[src/rtl/trc_pkg.sv]
package trc_pkg;

  typedef enum logic {
    SYM_CODE = 1'b0,
    SYM_ANC  = 1'b1
  } sym_t;

  typedef struct packed {
    logic fld;
    logic vbl;
    logic hbl;
    logic ext;
    logic wide;
  } flags_t;

endpackage

[src/rtl/trc_status_enc.sv]
module trc_status_enc
  import trc_pkg::*;
#(
  parameter int DW = 10
) (
  input  flags_t        flags,
  output logic [DW-1:0] status
);
  localparam int TOP = DW - 1;

  logic f, v, h, s;
  assign f = flags.fld;
  assign v = flags.vbl;
  assign h = flags.hbl;
  assign s = flags.ext;

  always_comb begin
    status        = '0;
    status[TOP]   = 1'b1;
    status[TOP-1] = f;
    status[TOP-2] = v;
    status[TOP-3] = h;
    if (flags.wide) begin
      status[TOP-4] = s;
      status[TOP-5] = f ^ v ^ h;
      status[TOP-6] = f ^ v ^ s;
      status[TOP-7] = v ^ h ^ s;
      status[TOP-8] = f ^ h ^ s;
    end else begin
      status[TOP-4] = v ^ h;
      status[TOP-5] = f ^ h;
      status[TOP-6] = f ^ v;
      status[TOP-7] = f ^ v ^ h;
    end
  end
endmodule

[src/rtl/trc_seq.sv]
module trc_seq
  import trc_pkg::*;
#(
  parameter int CODE_LEN = 4,
  parameter int ANC_LEN  = 3
) (
  input  logic   clk,
  input  logic   rst,
  input  logic   ce,
  input  logic   start_code,
  input  logic   start_anc,
  input  flags_t flags_in,
  output logic   sel_valid,
  output sym_t   sel_kind,
  output logic [$clog2(CODE_LEN)-1:0] sel_idx,
  output logic   sel_first,
  output flags_t flags_q
);
  localparam int IDX_W = $clog2(CODE_LEN);
  localparam logic [IDX_W-1:0] CODE_LAST = IDX_W'(CODE_LEN - 1);
  localparam logic [IDX_W-1:0] ANC_LAST  = IDX_W'(ANC_LEN - 1);

  logic             busy;
  logic [IDX_W-1:0] cnt;
  sym_t             kind;
  logic             accept;
  logic             last;

  assign accept = ce && !busy && (start_code || start_anc);
  assign last   = (kind == SYM_CODE) ? (cnt == CODE_LAST) : (cnt == ANC_LAST);

  always_ff @(posedge clk) begin
    if (rst) begin
      busy    <= 1'b0;
      cnt     <= '0;
      kind    <= SYM_CODE;
      flags_q <= '0;
    end else if (ce) begin
      if (accept) begin
        busy    <= 1'b1;
        cnt     <= IDX_W'(1);
        kind    <= start_code ? SYM_CODE : SYM_ANC;
        flags_q <= flags_in;
      end else if (busy) begin
        if (last) begin
          busy <= 1'b0;
          cnt  <= '0;
        end else begin
          cnt <= cnt + IDX_W'(1);
        end
      end
    end
  end

  always_comb begin
    sel_valid = accept || busy;
    sel_first = accept;
    if (accept) begin
      sel_kind = start_code ? SYM_CODE : SYM_ANC;
      sel_idx  = '0;
    end else begin
      sel_kind = kind;
      sel_idx  = cnt;
    end
  end

  // captured flags do not move while a symbol is in progress
  assert_flags_held_R6: assert property (@(posedge clk) disable iff (rst)
    busy |=> $stable(flags_q));

  // a symbol in progress advances by one word, strobes notwithstanding
  assert_no_restart_R8: assert property (@(posedge clk) disable iff (rst)
    (ce && busy && !last) |=> (busy && cnt == $past(cnt) + IDX_W'(1)));

  // simultaneous strobes yield a timing code
  assert_code_priority_R10: assert property (@(posedge clk) disable iff (rst)
    (ce && !busy && start_code && start_anc) |=> (kind == SYM_CODE));
endmodule

[src/rtl/trc_out_stage.sv]
module trc_out_stage
  import trc_pkg::*;
#(
  parameter int DW    = 10,
  parameter int IDX_W = 2
) (
  input  logic             clk,
  input  logic             rst,
  input  logic             ce,
  input  logic [DW-1:0]    word_in,
  input  logic             sel_valid,
  input  sym_t             sel_kind,
  input  logic [IDX_W-1:0] sel_idx,
  input  logic             sel_first,
  input  logic [DW-1:0]    status,
  output logic [DW-1:0]    word_out,
  output logic             first_out
);
  localparam int TOP = DW - 1;
  localparam logic [DW-1:0] ONES  = '1;
  localparam logic [DW-1:0] ZEROS = '0;

  logic [DW-1:0] ins_word;

  always_comb begin
    if (sel_kind == SYM_CODE) begin
      if (sel_idx == IDX_W'(0))      ins_word = ONES;
      else if (sel_idx == IDX_W'(3)) ins_word = status;
      else                           ins_word = ZEROS;
    end else begin
      ins_word = (sel_idx == IDX_W'(0)) ? ZEROS : ONES;
    end
  end

  always_ff @(posedge clk) begin
    if (rst) begin
      word_out  <= '0;
      first_out <= 1'b0;
    end else if (ce) begin
      word_out  <= sel_valid ? ins_word : word_in;
      first_out <= sel_first;
    end
  end

  // passthrough with one enabled cycle of latency
  assert_pass_R2: assert property (@(posedge clk) disable iff (rst)
    (ce && !sel_valid) |=> (word_out == $past(word_in) && !first_out));

  // a first-word marker always carries a preamble word
  assert_first_word_R3: assert property (@(posedge clk) disable iff (rst)
    first_out |-> ((&word_out[TOP -: 8]) || !(|word_out[TOP -: 8])));

  // no change while the clock enable is low
  assert_hold_R9: assert property (@(posedge clk) disable iff (rst)
    !ce |=> ($stable(word_out) && $stable(first_out)));
endmodule

[src/rtl/trc_inserter.sv]
module trc_inserter
  import trc_pkg::*;
#(
  parameter int DW       = 10,
  parameter int CODE_LEN = 4,
  parameter int ANC_LEN  = 3
) (
  input  logic          clk,
  input  logic          rst,
  input  logic          ce,
  input  logic [DW-1:0] word_in,
  input  logic          start_code,
  input  logic          start_anc,
  input  logic          fld_in,
  input  logic          vblank_in,
  input  logic          hblank_in,
  input  logic          ext_in,
  input  logic          fmt_4444_in,
  output logic [DW-1:0] word_out,
  output logic          first_out
);
  localparam int IDX_W = $clog2(CODE_LEN);
  localparam int TOP   = DW - 1;

  flags_t           flags_in;
  flags_t           flags_q;
  logic             sel_valid;
  sym_t             sel_kind;
  logic [IDX_W-1:0] sel_idx;
  logic             sel_first;
  logic [DW-1:0]    status;

  assign flags_in = '{fld: fld_in, vbl: vblank_in, hbl: hblank_in,
                      ext: ext_in, wide: fmt_4444_in};

  trc_seq #(.CODE_LEN(CODE_LEN), .ANC_LEN(ANC_LEN)) u_seq (
    .clk        (clk),
    .rst        (rst),
    .ce         (ce),
    .start_code (start_code),
    .start_anc  (start_anc),
    .flags_in   (flags_in),
    .sel_valid  (sel_valid),
    .sel_kind   (sel_kind),
    .sel_idx    (sel_idx),
    .sel_first  (sel_first),
    .flags_q    (flags_q)
  );

  trc_status_enc #(.DW(DW)) u_enc (
    .flags  (flags_q),
    .status (status)
  );

  trc_out_stage #(.DW(DW), .IDX_W(IDX_W)) u_out (
    .clk       (clk),
    .rst       (rst),
    .ce        (ce),
    .word_in   (word_in),
    .sel_valid (sel_valid),
    .sel_kind  (sel_kind),
    .sel_idx   (sel_idx),
    .sel_first (sel_first),
    .status    (status),
    .word_out  (word_out),
    .first_out (first_out)
  );

  // the loaded status word always carries its fixed top bit
  assert_status_marker_R4: assert property (@(posedge clk) disable iff (rst)
    (ce && sel_valid && sel_kind == SYM_CODE && sel_idx == IDX_W'(CODE_LEN - 1))
      |=> (word_out[TOP] && !first_out));
endmodule

[config.mk]
export PLATFORM = sky130hd
export DESIGN_NAME = trc_inserter
export DESIGN_NICKNAME = d
export VERILOG_FILES = /design/src/rtl/trc_pkg.sv /design/src/rtl/trc_status_enc.sv /design/src/rtl/trc_seq.sv /design/src/rtl/trc_out_stage.sv /design/src/rtl/trc_inserter.sv
export SDC_FILE = /design/constraint.sdc
export NUM_CORES = 1
export LEC_CHECK = 0
export ABC_AREA = 1
export BUFFER_PORTS_ARGS = -buffer_cell sky130_fd_sc_hd__buf_4
export CAP_MARGIN = 5
export CORE_ASPECT_RATIO = 2
export CORE_UTILIZATION = 45
export CTS_BUF_LIST = sky130_fd_sc_hd__clkbuf_4 sky130_fd_sc_hd__clkbuf_8
export DETAILED_ROUTE_END_ITERATION = 16
export PLACE_DENSITY_LB_ADDON = 0.12
export SLEW_MARGIN = 15
export SYNTH_ARGS = -nofsm -noshare
export SYNTH_HDL_FRONTEND = slang
export SYNTH_SLANG_ARGS = --single-unit
[constraint.sdc]
create_clock -name clk -period 3.15 [get_ports clk]
set_input_delay 0.1575 -clock clk [delete_from_list [all_inputs] [get_ports clk]]
set_output_delay 0.1575 -clock clk [all_outputs]
set_load 0.01 [all_outputs]
After elaboration in Yosys (flattened, before gate mapping)

Cells that the tools add are included.
Widths: inputs -> output; s select.

$mul: 0
Equal/unequal tests: 3
Multiplexer cells: 17
Reductions and logical operators: 9
Divide/modulo/power cells: 0
Magnitude comparators: 0
Shift operators: 0
Add/subtract/negate cells: 1
Bitwise logic cells: 7

Operator list:

| kind                | count |
|---|---|
| $mux 10             | 5 |
| $mux 2              | 4 |
| $mux 1              | 7 |
| $xor 1x1->1         | 7 |
| $eq 2x2->1 const B  | 3 |
| $mux 4              | 1 |
| $reduce_and 2->1    | 2 |
| $add 2x1->2 const B | 1 |
| $logic_and 1x1->1   | 2 |
| $logic_not 2->1     | 1 |
| $logic_or 1x1->1    | 2 |
| $reduce_bool 2->1   | 1 |
| $logic_not 1->1     | 1 |

Bits in registers: 20
Bits in read-only memories: 0
Bits in writable memories: 0
Bits in latches: 0
Memories kept: 0

Longest topological paths before layout

Depth after elaboration: 9
Depth in mapped cells: 14
Gate-level depth less buffers: 14

Cells and area by module

Synthesis repeated with hierarchy kept, for this count alone.

Cell total of the unflattened synthesis: 218
Area total of the unflattened synthesis: 1361.3 µm²

Modules (own cells, without submodules):

| module         | times used | area each (µm²) | cells each | sequential area each (µm²) |
|---|---|---|---|---|
| trc_out_stage  | 1          | 743.2           | 110        | 220.2 |
| trc_seq        | 1          | 424.2           | 66         | 180.2 |
| trc_status_enc | 1          | 193.9           | 42         | 0.0 |

Worst setup path after synthesis

Ideal clock, no wire load.

Path type: reg-to-reg
Start point: register u_seq.busy
End point: register u_out.word_out[2]
Period minus slack after synthesis: 1.724 ns
Library setup time: 0.065 ns
Path buffers: 0
Data arrival time: 1.659 ns
Slack: 1.426 ns
Cell stages (with the launch flop): 14
Cells stage by stage: dfxtp_1 -> nor2_4 -> nand2_4 -> inv_4 -> nor2_1 -> inv_1 -> ha_1 -> inv_1 -> nand3_2 -> nand2_1 -> inv_1 -> nand2_1 -> a21oi_1 -> nor2_1

Cells in the longest elaborated chain, start to end: 9
Elaborated cells between the ends (all ways): 13
Those cells by class: eq/ne: 1; mux: 7; reduce/logical: 5

RTL lines:

| what                           | line                | text |
|---|---|---|
| start: declaration             | trc_seq.sv:23       | `logic busy;` |
| start signal: assignment       | trc_seq.sv:34       | `busy <= 1'b0;` |
| start signal: assignment       | trc_seq.sv:40       | `busy <= 1'b1;` |
| start signal: assignment       | trc_seq.sv:46       | `busy <= 1'b0;` |
| $logic_not 1->1                | trc_seq.sv:29       | `assign accept = ce && !busy && (start_code \|\| start_anc);` |
| $logic_and 1x1->1 (2 in a row) | trc_seq.sv:29       |  |
| $mux 2                         | trc_seq.sv:58       | `if (accept) begin` |
| $eq 2x2->1                     | trc_out_stage.sv:28 | `else if (sel_idx == IDX_W'(3)) ins_word = status;` |
| $mux 10                        | trc_out_stage.sv:28 |  |
| $mux 10                        | trc_out_stage.sv:27 | `if (sel_idx == IDX_W'(0)) ins_word = ONES;` |
| $mux 10                        | trc_out_stage.sv:26 | `if (sel_kind == SYM_CODE) begin` |
| $mux 10 (*)                    | trc_out_stage.sv:40 | `word_out <= sel_valid ? ins_word : word_in;` |
| end signal: assignment         | trc_out_stage.sv:40 |  |
| end: declaration               | trc_out_stage.sv:16 | `output logic [DW-1:0] word_out,` |

Every way passes the cells marked *; elsewhere a longest branch is shown, timed or not.
A chain may end at the register's enable or synchronous reset.

Worst setup path in the final report

Same ends and word-level chain as after synthesis.

==> flow_summary.json <==
{
  "outcome": "completed",
  "worst_pin_slew_ps": 357.0,
  "gp_congestion": 0.9735,
  "ys_types": 21,
  "cts_buffers": 3,
  "avgSynthCellArea_um2": 6.455,
  "critPathSlowestCell": "dfxtp_1",
  "diodes": 0,
  "postRouteAntennaNets": 0,
  "fp.coreArea_mm2": 0.002409,
  "fp.dieH_um": 74.26,
  "rows": 25,
  "synthesis.area_mm2": 0.001175,
  "peakVddDrop_uv": 275.6,
  "crit_type": "reg -> reg",
  "cts.repair.resized": 0,
  "cts.path.max_buffers": 2,
  "synth-seq-cells": 20,
  "cts_tree": "built",
  "place.detailed.hpwl_um": 2245,
  "design_area_mm2": 0.001463,
  "postCtsSetupRepairBufs": 0,
  "fmax_mhz": 477.9,
  "detail_route.wl_per_cell_um": 11.95,
  "finalSetupViolCount": 0,
  "crit_path_max_incr_delay_ps": 470,
  "layout.nets": 235,
  "synth_top_area_share_pct": 34.08,
  "post-route-period-util_pct": 66.42,
  "cts.clk_slew.worst_paths_ps": 70,
  "startpoint_type": "flip-flop",
  "pin_count": 31,
  "antenna_found_initial": 0,
  "path_common_cell": "inv_1",
  "cp_max_fo": 14,
  "syn_to_final_growth_pct": 24.49,
  "end_kind": "flip-flop",
  "grt_start_max_net_pins": 22,
  "die_area_mm2": 0.002832,
  "route.detailed.drc": 0,
  "skew_ps": 2.007,
  "drt_iter0_markers": 61,
  "first_pass_iters": 4,
  "syn-num-nets": 205,
  "rsz0062_at_grt": "false",
  "final_cell_mix": "nand2_1 (45), buf_4 (30), nor2_1 (23), a21oi_1 (21), dfxtp_1 (20)",
  "finalMaxSlewViolations": 0,
  "relSlewSlack_pct": 76.17,
  "ys_top_cells_by_area": "dfxtp_1 (34%), nand2_1 (14%), a21oi_1 (8.9%)",
  "ys_seq_area_share_pct": 34.08,
  "clk_latency_ps": 260,
  "drv_cap": 0,
  "overflow": 0,
  "power.density_mw_per_mm2": 455.7,
  "grt.total_usage_pct": 22.22,
  "dieWidth_um": 38.13,
  "crit_chain": "nor2_4 > nand2_4 > inv_4 > nor2_1 > inv_1 > ha_1 > inv_1 > nand3_2 > nand2_1 > inv_1 > nand2_1 > a21oi_1 > nor2_1",
  "critPathArrivalTime_ps": 2290,
  "leakage_nw": 0.6900,
  "placed_area_mm2": 0.001408,
  "hold_buffers": 0,
  "detail_route.vias_per_cell": 5.290,
  "portBuffers": 30,
  "drive_above_1_share_pct": 21.33,
  "final_common_cell": "nand2_1",
  "finalHoldViolCount": 0,
  "synth_cells": 182,
  "grt_pass1_vias": 1139,
  "hp-class": "in -> reg",
  "clock-sinks": 20,
  "yosys_warnings": 0,
  "root_buffer": "clkbuf_8",
  "wirelength_um": 2845,
  "start_util_pct": 48.78,
  "synth_largest_area_cell": "dfxtp_1",
  "tns_ps": 0,
  "num_vias": 1259,
  "cp_data_required_time_ps": 3350,
  "fin_crit_ps": 2092,
  "h-tree-depth": 1,
  "grt_pass1_wl_um": 4629
}
==> per-layer routing <==
layer / global-route usage, % / share of wire, % / vias up
met2: 42.00 / 56 / 46
met4: 9.127 / 1.5 / 0
met5: 0 / 0 / -
li1: - / - / 652
met1: 23.55 / 39 / 554
met3: 1.791 / 3.7 / 7
==> worst paths after layout <==
kind,startpoint,endpoint,slack (ps),cells after the start
worst max-delay path,u_seq.busy,u_out.word_out[2],1060,13
worst min register to register,u_out.word_out[7],u_out.word_out[7],470,2
worst max register to register,u_seq.busy,u_out.word_out[2],1060,13
worst min-delay path,rst,u_out.word_out[8],170,2
==> critical path: cells and delay by family, from the launching register on <==
| family | cells | cell delay, ps |
|---|---|---|
| AO/OA/AOI/OAI | 1 | 60 |
| AND/OR/NAND/NOR | 7 | 910 |
| buffers and inverters | 4 | 350 |
| adder cells (fa/ha/maj) | 1 | 240 |
| flip-flops | 1 | 470 |
==> logic make-up (layout without fill, tap and decap cells) <==
| family | Yosys count | in the layout | share of synthesized area, % |
|---|---|---|---|
| simple gates | 96 | 96 | 37.06 |
| compound gates | 35 | 35 | 15.65 |
| buf+inv | 28 | 57 | 10.01 |
| flops | 20 | 20 | 34.08 |
| fa+ha+maj | 3 | 3 | 3.195 |
==> cells in the mapped netlist <==
| cell | n |
|---|---|
| ha_1 | 3 |
| inv_2 | 2 |
| nor2_4 | 2 |
| a21oi_2 | 1 |
| nand4_1 | 6 |
| o21ai_0 | 7 |
| a211oi_1 | 2 |
| nand2_1 | 45 |
| nand2_4 | 1 |
| inv_1 | 19 |
| a21oi_1 | 21 |
| nand3_2 | 2 |
| nand3b_1 | 1 |
| dfxtp_1 | 20 |
| o21ai_1 | 4 |
| nor2_1 | 23 |
| nand3_1 | 15 |
| or2_2 | 1 |
| buf_6 | 1 |
| clkbuf_1 | 4 |
| inv_4 | 2 |
==> where the power goes <==
group	internal (W)	switching [W]	total, W
Sequential	0.000276	0.0000172	0.000293
Clock	0.000111	0.0000846	0.000196
Combinational	0.0000737	0.000104	0.000178
==> sequential cells by signal, summed over array words and instances, names as in the netlist <==
| signal | cells |
|---|---|
| u_out.first_out | 1 |
| u_out.word_out | 10 |
| u_seq.busy | 1 |
| u_seq.cnt | 2 |
| u_seq.flags_q | 5 |
| u_seq.kind | 1 |
==> per-stage QoR <==
| stage | power, W | hold WS, ps | cells | setup slack, ps | util (%) |
|---|---|---|---|---|---|
| 2_1_floorplan | 0.0004137 | 226.6 | 182 | 1426 | - |
| 6_report | 0.0006666 | 168.4 | 238 | 1058 | 60.73 |
| 3_5_place_dp | 0.0004755 | 448.1 | 234 | 996.5 | 58.44 |
| 3_3_place_gp | 0.0004704 | 443.3 | 234 | 1090 | 58.44 |
| 5_1_grt | 0.0007034 | 186.7 | 238 | 822.1 | 60.73 |
| 4_1_cts | 0.0006713 | 173.5 | 238 | 1070 | 60.73 |
==> layout make-up <==
| type | count | area [um^2] |
|---|---|---|
| multi-input cells | 134 | 656.9 |
| inverters | 23 | 91.34 |
| well taps | 27 | 33.78 |
| fillers | 230 | 945.9 |
| flip-flops and latches | 20 | 400.4 |
| clock buffers | 4 | 55.05 |
| repair buffers | 30 | 225.2 |
Note: power is estimated with default switching activity, not from simulation.
